`src/rtl/rxw_pkg.sv`:
```
// Shared types for the receive wake buffer.
// Assumes byte-wide streams; the speed code is fixed by the port contract.
package rxw_pkg;
    localparam int BYTE_W = 8;

    typedef enum logic [1:0] {
        SPD_10   = 2'b00,
        SPD_100  = 2'b01,
        SPD_1000 = 2'b10
    } speed_e;

    // One buffered byte together with its frame tags.
    typedef struct packed {
        logic              hold_whole; // store-and-forward frame
        logic              err;        // frame cut short by overflow
        logic              sof;
        logic              eof;
        logic [BYTE_W-1:0] data;
    } entry_t;
endpackage

```
`src/rtl/rxw_fifo.sv`:
```
// Entry storage with occupancy and a count of complete frames held.
// Assumes DEPTH is a power of two; the caller never writes when full
// and never reads when empty.
module rxw_fifo
    import rxw_pkg::*;
#(
    parameter int DEPTH = 8,
    localparam int AW = $clog2(DEPTH)
) (
    input  logic        clk,
    input  logic        rst_n,
    input  logic        wr_en,
    input  entry_t      wr_entry,
    input  logic        rd_en,
    output entry_t      head,
    output logic [AW:0] count,
    output logic        empty,
    output logic        frame_ready
);
    entry_t          mem [DEPTH];
    logic [AW-1:0]   wr_ptr, rd_ptr;
    logic [AW:0]     frames;

    // Store incoming entries.
    always_ff @(posedge clk) begin
        if (wr_en) mem[wr_ptr] <= wr_entry;
    end

    // Advance pointers and occupancy.
    always_ff @(posedge clk) begin
        if (!rst_n) begin
            wr_ptr <= '0;
            rd_ptr <= '0;
            count  <= '0;
        end else begin
            if (wr_en) wr_ptr <= wr_ptr + 1'b1;
            if (rd_en) rd_ptr <= rd_ptr + 1'b1;
            count <= count + (AW+1)'(wr_en) - (AW+1)'(rd_en);
        end
    end

    // Count frames whose end byte is stored but not yet read.
    always_ff @(posedge clk) begin
        if (!rst_n) frames <= '0;
        else frames <= frames + (AW+1)'(wr_en && wr_entry.eof)
                              - (AW+1)'(rd_en && head.eof);
    end

    assign head        = mem[rd_ptr];
    assign empty       = (count == '0);
    assign frame_ready = (frames != '0);
endmodule

```
`src/rtl/rxw_admit.sv`:
```
// Write-side control: latches the forwarding mode at start of frame,
// reserves the last entry for an error-tagged terminator, discards the
// rest of an overflowing frame and counts affected frames.
// Assumes bytes outside a frame (no preceding sof) carry no meaning.
module rxw_admit
    import rxw_pkg::*;
#(
    parameter int DEPTH = 8,
    parameter int CNT_W = 8,
    localparam int AW = $clog2(DEPTH)
) (
    input  logic              clk,
    input  logic              rst_n,
    input  logic              in_valid,
    input  logic [BYTE_W-1:0] in_data,
    input  logic              in_sof,
    input  logic              in_eof,
    input  logic [1:0]        speed,
    input  logic [AW:0]       count,
    output logic              wr_en,
    output entry_t            wr_entry,
    output logic              busy,
    output logic [CNT_W-1:0]  drop_count
);
    logic in_frame, discarding, mode_sf;
    logic start, cont, full, last_slot, trunc, kill, new_sf;

    assign start     = in_valid && in_sof;
    assign cont      = in_valid && !in_sof && in_frame;
    assign full      = (count == (AW+1)'(DEPTH));
    assign last_slot = (count == (AW+1)'(DEPTH-1));
    assign new_sf    = (speed != SPD_1000);

    // Decide per byte whether to store, terminate or drop.
    always_comb begin
        wr_en = 1'b0;
        trunc = 1'b0;
        kill  = 1'b0;
        if (start || cont) begin
            if (full)                     kill  = 1'b1;
            else if (last_slot && !in_eof) trunc = 1'b1;
            else                           wr_en = 1'b1;
        end
        if (trunc) wr_en = 1'b1;
    end

    // Build the stored entry.
    always_comb begin
        wr_entry.data       = in_data;
        wr_entry.sof        = start;
        wr_entry.eof        = in_eof || trunc;
        wr_entry.err        = trunc;
        wr_entry.hold_whole = start ? new_sf : mode_sf;
    end

    // Track frame state, forwarding mode and drop count.
    always_ff @(posedge clk) begin
        if (!rst_n) begin
            in_frame   <= 1'b0;
            discarding <= 1'b0;
            mode_sf    <= 1'b0;
            drop_count <= '0;
        end else begin
            if (start) mode_sf <= new_sf;
            if (start || cont) in_frame <= wr_en && !trunc && !in_eof;
            if (kill || trunc)              discarding <= !in_eof;
            else if (start)                 discarding <= 1'b0;
            else if (in_valid && in_eof)    discarding <= 1'b0;
            if (kill || trunc) drop_count <= drop_count + 1'b1;
        end
    end

    assign busy = in_frame || discarding;
endmodule

```
`src/rtl/rxw_wake.sv`:
```
// Wake request generator: set by a start of frame, released once the
// host is ready, the buffer is empty and no frame is arriving.
module rxw_wake (
    input  logic clk,
    input  logic rst_n,
    input  logic sof_seen,
    input  logic host_ready,
    input  logic empty,
    input  logic busy,
    output logic wake_req
);
    // Hold the request across the host recovery period.
    always_ff @(posedge clk) begin
        if (!rst_n)                                     wake_req <= 1'b0;
        else if (sof_seen)                              wake_req <= 1'b1;
        else if (host_ready && empty && !busy)          wake_req <= 1'b0;
    end
endmodule

```
`src/rtl/rx_wake_buffer.sv`:
```
// Receive buffer with host wake. Frames are buffered, a start of frame
// requests host wake-up, and forwarding is cut-through at 1 Gb/s or
// store-and-forward below it. Assumes the host consumes a byte in
// every cycle it reports ready and out_valid is high.
module rx_wake_buffer
    import rxw_pkg::*;
#(
    parameter int DEPTH = 8,
    parameter int CNT_W = 8,
    localparam int AW = $clog2(DEPTH)
) (
    input  logic              clk,
    input  logic              rst_n,
    input  logic [1:0]        speed,
    input  logic              in_valid,
    input  logic [BYTE_W-1:0] in_data,
    input  logic              in_sof,
    input  logic              in_eof,
    input  logic              host_ready,
    output logic              wake_req,
    output logic              out_valid,
    output logic [BYTE_W-1:0] out_data,
    output logic              out_sof,
    output logic              out_eof,
    output logic              out_err,
    output logic [CNT_W-1:0]  drop_count
);
    entry_t      wr_entry, head;
    logic        wr_en, busy, empty, frame_ready;
    logic [AW:0] count;

    rxw_admit #(.DEPTH(DEPTH), .CNT_W(CNT_W)) u_admit (
        .clk(clk), .rst_n(rst_n), .in_valid(in_valid), .in_data(in_data),
        .in_sof(in_sof), .in_eof(in_eof), .speed(speed), .count(count),
        .wr_en(wr_en), .wr_entry(wr_entry), .busy(busy),
        .drop_count(drop_count)
    );

    rxw_fifo #(.DEPTH(DEPTH)) u_fifo (
        .clk(clk), .rst_n(rst_n), .wr_en(wr_en), .wr_entry(wr_entry),
        .rd_en(out_valid), .head(head), .count(count), .empty(empty),
        .frame_ready(frame_ready)
    );

    rxw_wake u_wake (
        .clk(clk), .rst_n(rst_n), .sof_seen(in_valid && in_sof),
        .host_ready(host_ready), .empty(empty), .busy(busy),
        .wake_req(wake_req)
    );

    // Release the head entry when the host is up and its frame may go.
    always_comb begin
        out_valid = host_ready && !empty && (!head.hold_whole || frame_ready);
        out_data  = head.data;
        out_sof   = out_valid && head.sof;
        out_eof   = out_valid && head.eof;
        out_err   = out_valid && head.err;
    end
endmodule

```
`config.mk`:
```
export PLATFORM = sky130hd
export DESIGN_NAME = rx_wake_buffer
export DESIGN_NICKNAME = d
export VERILOG_FILES = /design/src/rtl/rxw_pkg.sv /design/src/rtl/rxw_fifo.sv /design/src/rtl/rxw_admit.sv /design/src/rtl/rxw_wake.sv /design/src/rtl/rx_wake_buffer.sv
export SDC_FILE = /design/constraint.sdc
export NUM_CORES = 1
export LEC_CHECK = 0
export CORE_MARGIN = 2
export CORE_UTILIZATION = 35
export DETAILED_ROUTE_END_ITERATION = 8
export PLACE_DENSITY = 0.59
export SYNTH_ARGS = -nofsm -noshare
export SYNTH_HDL_FRONTEND = slang
export SYNTH_SLANG_ARGS = --single-unit
```
`constraint.sdc`:
```
create_clock -name clk -period 4.17 [get_ports clk]
set_clock_uncertainty 0.1 [all_clocks]
set_input_delay 1.251 -clock clk [delete_from_list [all_inputs] [get_ports clk]]
set_output_delay 1.251 -clock clk [all_outputs]
set_load 0.005 [all_outputs]
```
==> qor_table.md <==
| Quantity | Value |
| --- | --- |
| Final hold vios | 0 |
| Buffering stage count on the worst path with inverters included | 3 |
| Maximum vdd drop | 0.2852 mV |
| Net switching component of the power | 1039 uW |
| HPWL after DPL | 6559 um |
| Remaining routing DRC violations | 0 |
| Total power after layout | 3862 uW |
| Leading post-synthesis cells by cell area | edfxtp_1 (55%), dfxtp_1 (11%), mux4_2 (9.4%) |
| Capture endpoint of the worst hold path | u_wake.wake_req$_SDFFE_PN0P_ |
| Status | finished, final reports clean |
| Required time worst endpoint | 2.82 ns |
| Distinct cells, synth | 47 |
| Global routing usage summed across all routing layers | 13.99% |
| Critical path peak fanout | 4 |
| Vias per std cell | 4.978 |
| Post-synthesis sequential area ratio | 65.70% |
| Category of the worst setup path capture point | primary output |
| Terminus of the critical flop-to-flop path | u_fifo.count[2]$_SDFF_PN0_ |
| Boundary pin count | 37 |
| Min Hold Slack | 0.3827 ns |
| Hold Crit Start | u_wake.wake_req$_SDFFE_PN0P_ |
| Routed WL per cell | 17.09 um |
| Total routed wirelength | 10,240 um |
| Data arrival, critical path | 2.74 ns |
| Layout overhead on the synthesized area | 25.23% |
| Cell Count, Final, Fillers Out | 599 |
| Area of the placeable core | 14,640 sq um |
| Classification of the worst setup path | input port to primary output |
| Largest net degree at the start of global routing | 23 |
| Rel. slew slack | 39.47% |
| Effective utilization at floorplan | 36.00% |
| Clock Tree Buf Depth | 2 |
| Maximum capacitance violations | 0 |
| Full die area | 16,060 sq um |
| Worst min-delay path category | flop to flop |
| Slack of the worst reg-to-reg path | 0.92 ns |
| Remaining antenna violation count | 0 |
| Count of hold-fix buffers inserted at cts | 0 |
| Number of global-route vias before repair | 3,200 |
| Global-route wire length before repair | 16,820 um |
| Sequence of cells on the critical path | clkdlybuf4s50_1 > inv_1 > nor2_4 > o31ai_4 > nor2_1 > clkdlybuf4s50_1 |
| Total Nets Final | 436 |
| Final weighted congestion in routability-driven placement | 0.7647 |
| Number of antenna violations at the first check in global routing | 0 |
| Largest delay share family, worst path | buffers and inverters |
| Cell depth of the worst hold path | 2 |
| Switching share of power | 26.91% |
| Clock tree from TritonCTS | yes |
| Shortest clock period the worst path allows after layout | 4.093 ns |
| Top-area cell type share of the netlist area | 54.69% |
| Row count | 44 |
| Later-pin clock latency in the skew report | 0.41 ns |
| Post-synthesis register bit count | 125 |
| Count of input and output buffers | 36 |
| Detailed-router iteration count before antenna repair | 4 |
| Most frequent cells in the layout | edfxtp_1 (96), clkdlybuf4s50_1 (34), dfxtp_1 (29) |
| Most numerous cell on the critical path | clkdlybuf4s50_1 |
| H-Tree Level Count | 4 |
| Total power divided by cell area | 585.0 nW/um^2 |
| Cell Area, Synth | 5271 sq um |
| Fmax achieved | 244.3 MHz |
| GRT overflow | 0 |
| Sequential share of power | 38.4% |
| Total count of max-transition violations in the final report | 0 |
| Period utilisation layout | 98.16% |
| Number of buffers created by CTS | 17 |
| Yosys top cell by area | edfxtp_1 |
| Total number of yosys warnings | 0 |
| Combinational share of power | 26.0% |
| Top flip-flop cell by instance count after synthesis | edfxtp_1 |
| Filler Cells Inserted | 1,308 |
| Clock transition at the registers of the reported paths | 0.05 ns |
| Root cell of the clock tree | clkbuf_16 |
| EDFF count, synth | 96 |
| Clock network power share | 35.6% |
| Smallest setup slack after layout | 0.07682 ns |
| RSZ-0062 raised after global routing | false |
| Number of clock sinks seen by CTS | 125 |
| Post-Synthesis Net Count | 368 |
| Die extent in x | 126.7 um |
| Total internal power | 2823 uW |
| Kind of start point of the critical path | input port |
| Die Ht | 126.7 um |
| Maximum single-stage delay on the critical path | 0.54 ns |
| Number of antenna diodes | 0 |
| R2r startpoint | u_fifo.frames[2]$_SDFF_PN0_ |
| Post-Synthesis Mean Instance Area | 15.74 sq um |
| Leading cell type in the layout, fill and taps excluded | edfxtp_1 |
| Worst slack at placement | -0.2232 ns |
| Setup violators final | 0 |
| Fraction of the core area covered by cells at the end of the flow | 45.08% |
| Vias | 2,982 |
| Slowest cell on the critical path | clkdlybuf4s50_1 |
| Proportion of layout cells with a drive suffix above 1 | 23.86% |
| Transition time at the pin with the least slew margin | 0.9011 ns |
| Leakage component of the power | 0.002244 uW |
| Cell total after placement | 567 |
| Synth async-reset ratio | 0% |
| Post-Syn Instances | 335 |
| Starting DRC count in detailed routing | 178 |
| Number of cells on the worst reg-to-reg path | 15 |
## cells by family (layout without fill, tap and decap cells)
kind of cell               after synthesis  after routing  synth area share [%]
muxes                                   38             38                 12.65
DFF                                    125            125                 65.70
and+or+nand+nor                         76             76                 7.453
buffers and inverters                   32            112                 2.516
AOI/OAI and AO/OA                       34             34                 5.199
xor gates and xnor gates                13             13                 2.160
adders and majority gates               17             17                 4.320
## per-layer routing
metal / global-route usage [%] / wire length [um] / vias to the layer above
li1: - / - / 1413
met1: 16.88 / 4607 / 1507
met2: 23.47 / 5132 / 51
met3: 4.850 / 389 / 11
met4: 4.848 / 106 / 0
met5: 0 / 0 / -
## sequential cells by signal (all words and copies together), names as in the netlist, 3 cells and up, named ones only
| name | flops |
|---|---|
| u_fifo.rd_ptr | 3 |
| u_admit.drop_count | 8 |
| u_fifo.count | 4 |
| u_fifo.wr_ptr | 3 |
| u_fifo.mem | 96 |
| u_fifo.frames | 4 |
## worst max-delay path by stage
stage | from | to | depth (start not counted)
global placement | host_ready | out_eof | 6
global route | host_ready | out_sof | 6
detailed placement | host_ready | out_eof | 6
floorplan | in_sof | u_fifo.mem[0][0]$_DFFE_PP_ | 3
CTS | host_ready | out_err | 6
finish | host_ready | out_sof | 6
## per-stage QoR
step / cell area, sq um / setup TNS, ns
after global routing: 6601 / 0
after detailed placement: 6011 / -0.7237
final: 6601 / 0
after global placement: 6011 / -0.5533
after CTS: 6596 / 0
after floorplan: 5271 / 0
## tightest hold or removal path: cells and delay by family (launching register included)
family	cells	cell delay, ns
AO/OA/AOI/OAI	2	0.12
flip-flops	1	0.32
## synthesized netlist by cell type (all sizes together) (3+ instances only)
cell type and instances:
a2111oi 4, a211oi 3, a21o 3, a21oi 10, and2 5, buf 6
clkbuf 6, dfxtp 29, edfxtp 96, ha 15, inv 20, mux2 9
mux2i 7, mux4 22, nand2 15, nand2b 4, nand3 4, nand3b 3
nor2 23, nor3 7, o21ai 4, or3b 3, xnor2 11
## final cells by class
type | instances | area [sq um] | share of cell area (%)
Inverter | 20 | 75.07 | 1.137
Tap cell | 184 | 230.2 | 3.487
Clock inverter | 12 | 122.6 | 1.857
Timing Repair Buffer | 61 | 549.3 | 8.321
Multi-Input combinational cell | 178 | 1728 | 26.18
Sequential cell | 125 | 3463 | 52.46
Clock buffer | 19 | 432.9 | 6.558
## what timing repair did
item                                    CTS  global route
buffers inserted                          1             0
gates resized for setup                   6             2
pin swaps                                 1             1
endpoints found under the setup margin    4             2
## power groups by stage
stage | logic, uW | registers (uW) | clock network [uW]
after global placement | 971 | 1500 | 0
after global routing | 1120 | 1490 | 1470
final | 1010 | 1480 | 1380
after CTS | 1030 | 1480 | 1410
after detailed placement | 993 | 1510 | 0
after floorplan | 665 | 1480 | 0
(Power assumes the default switching activity.)
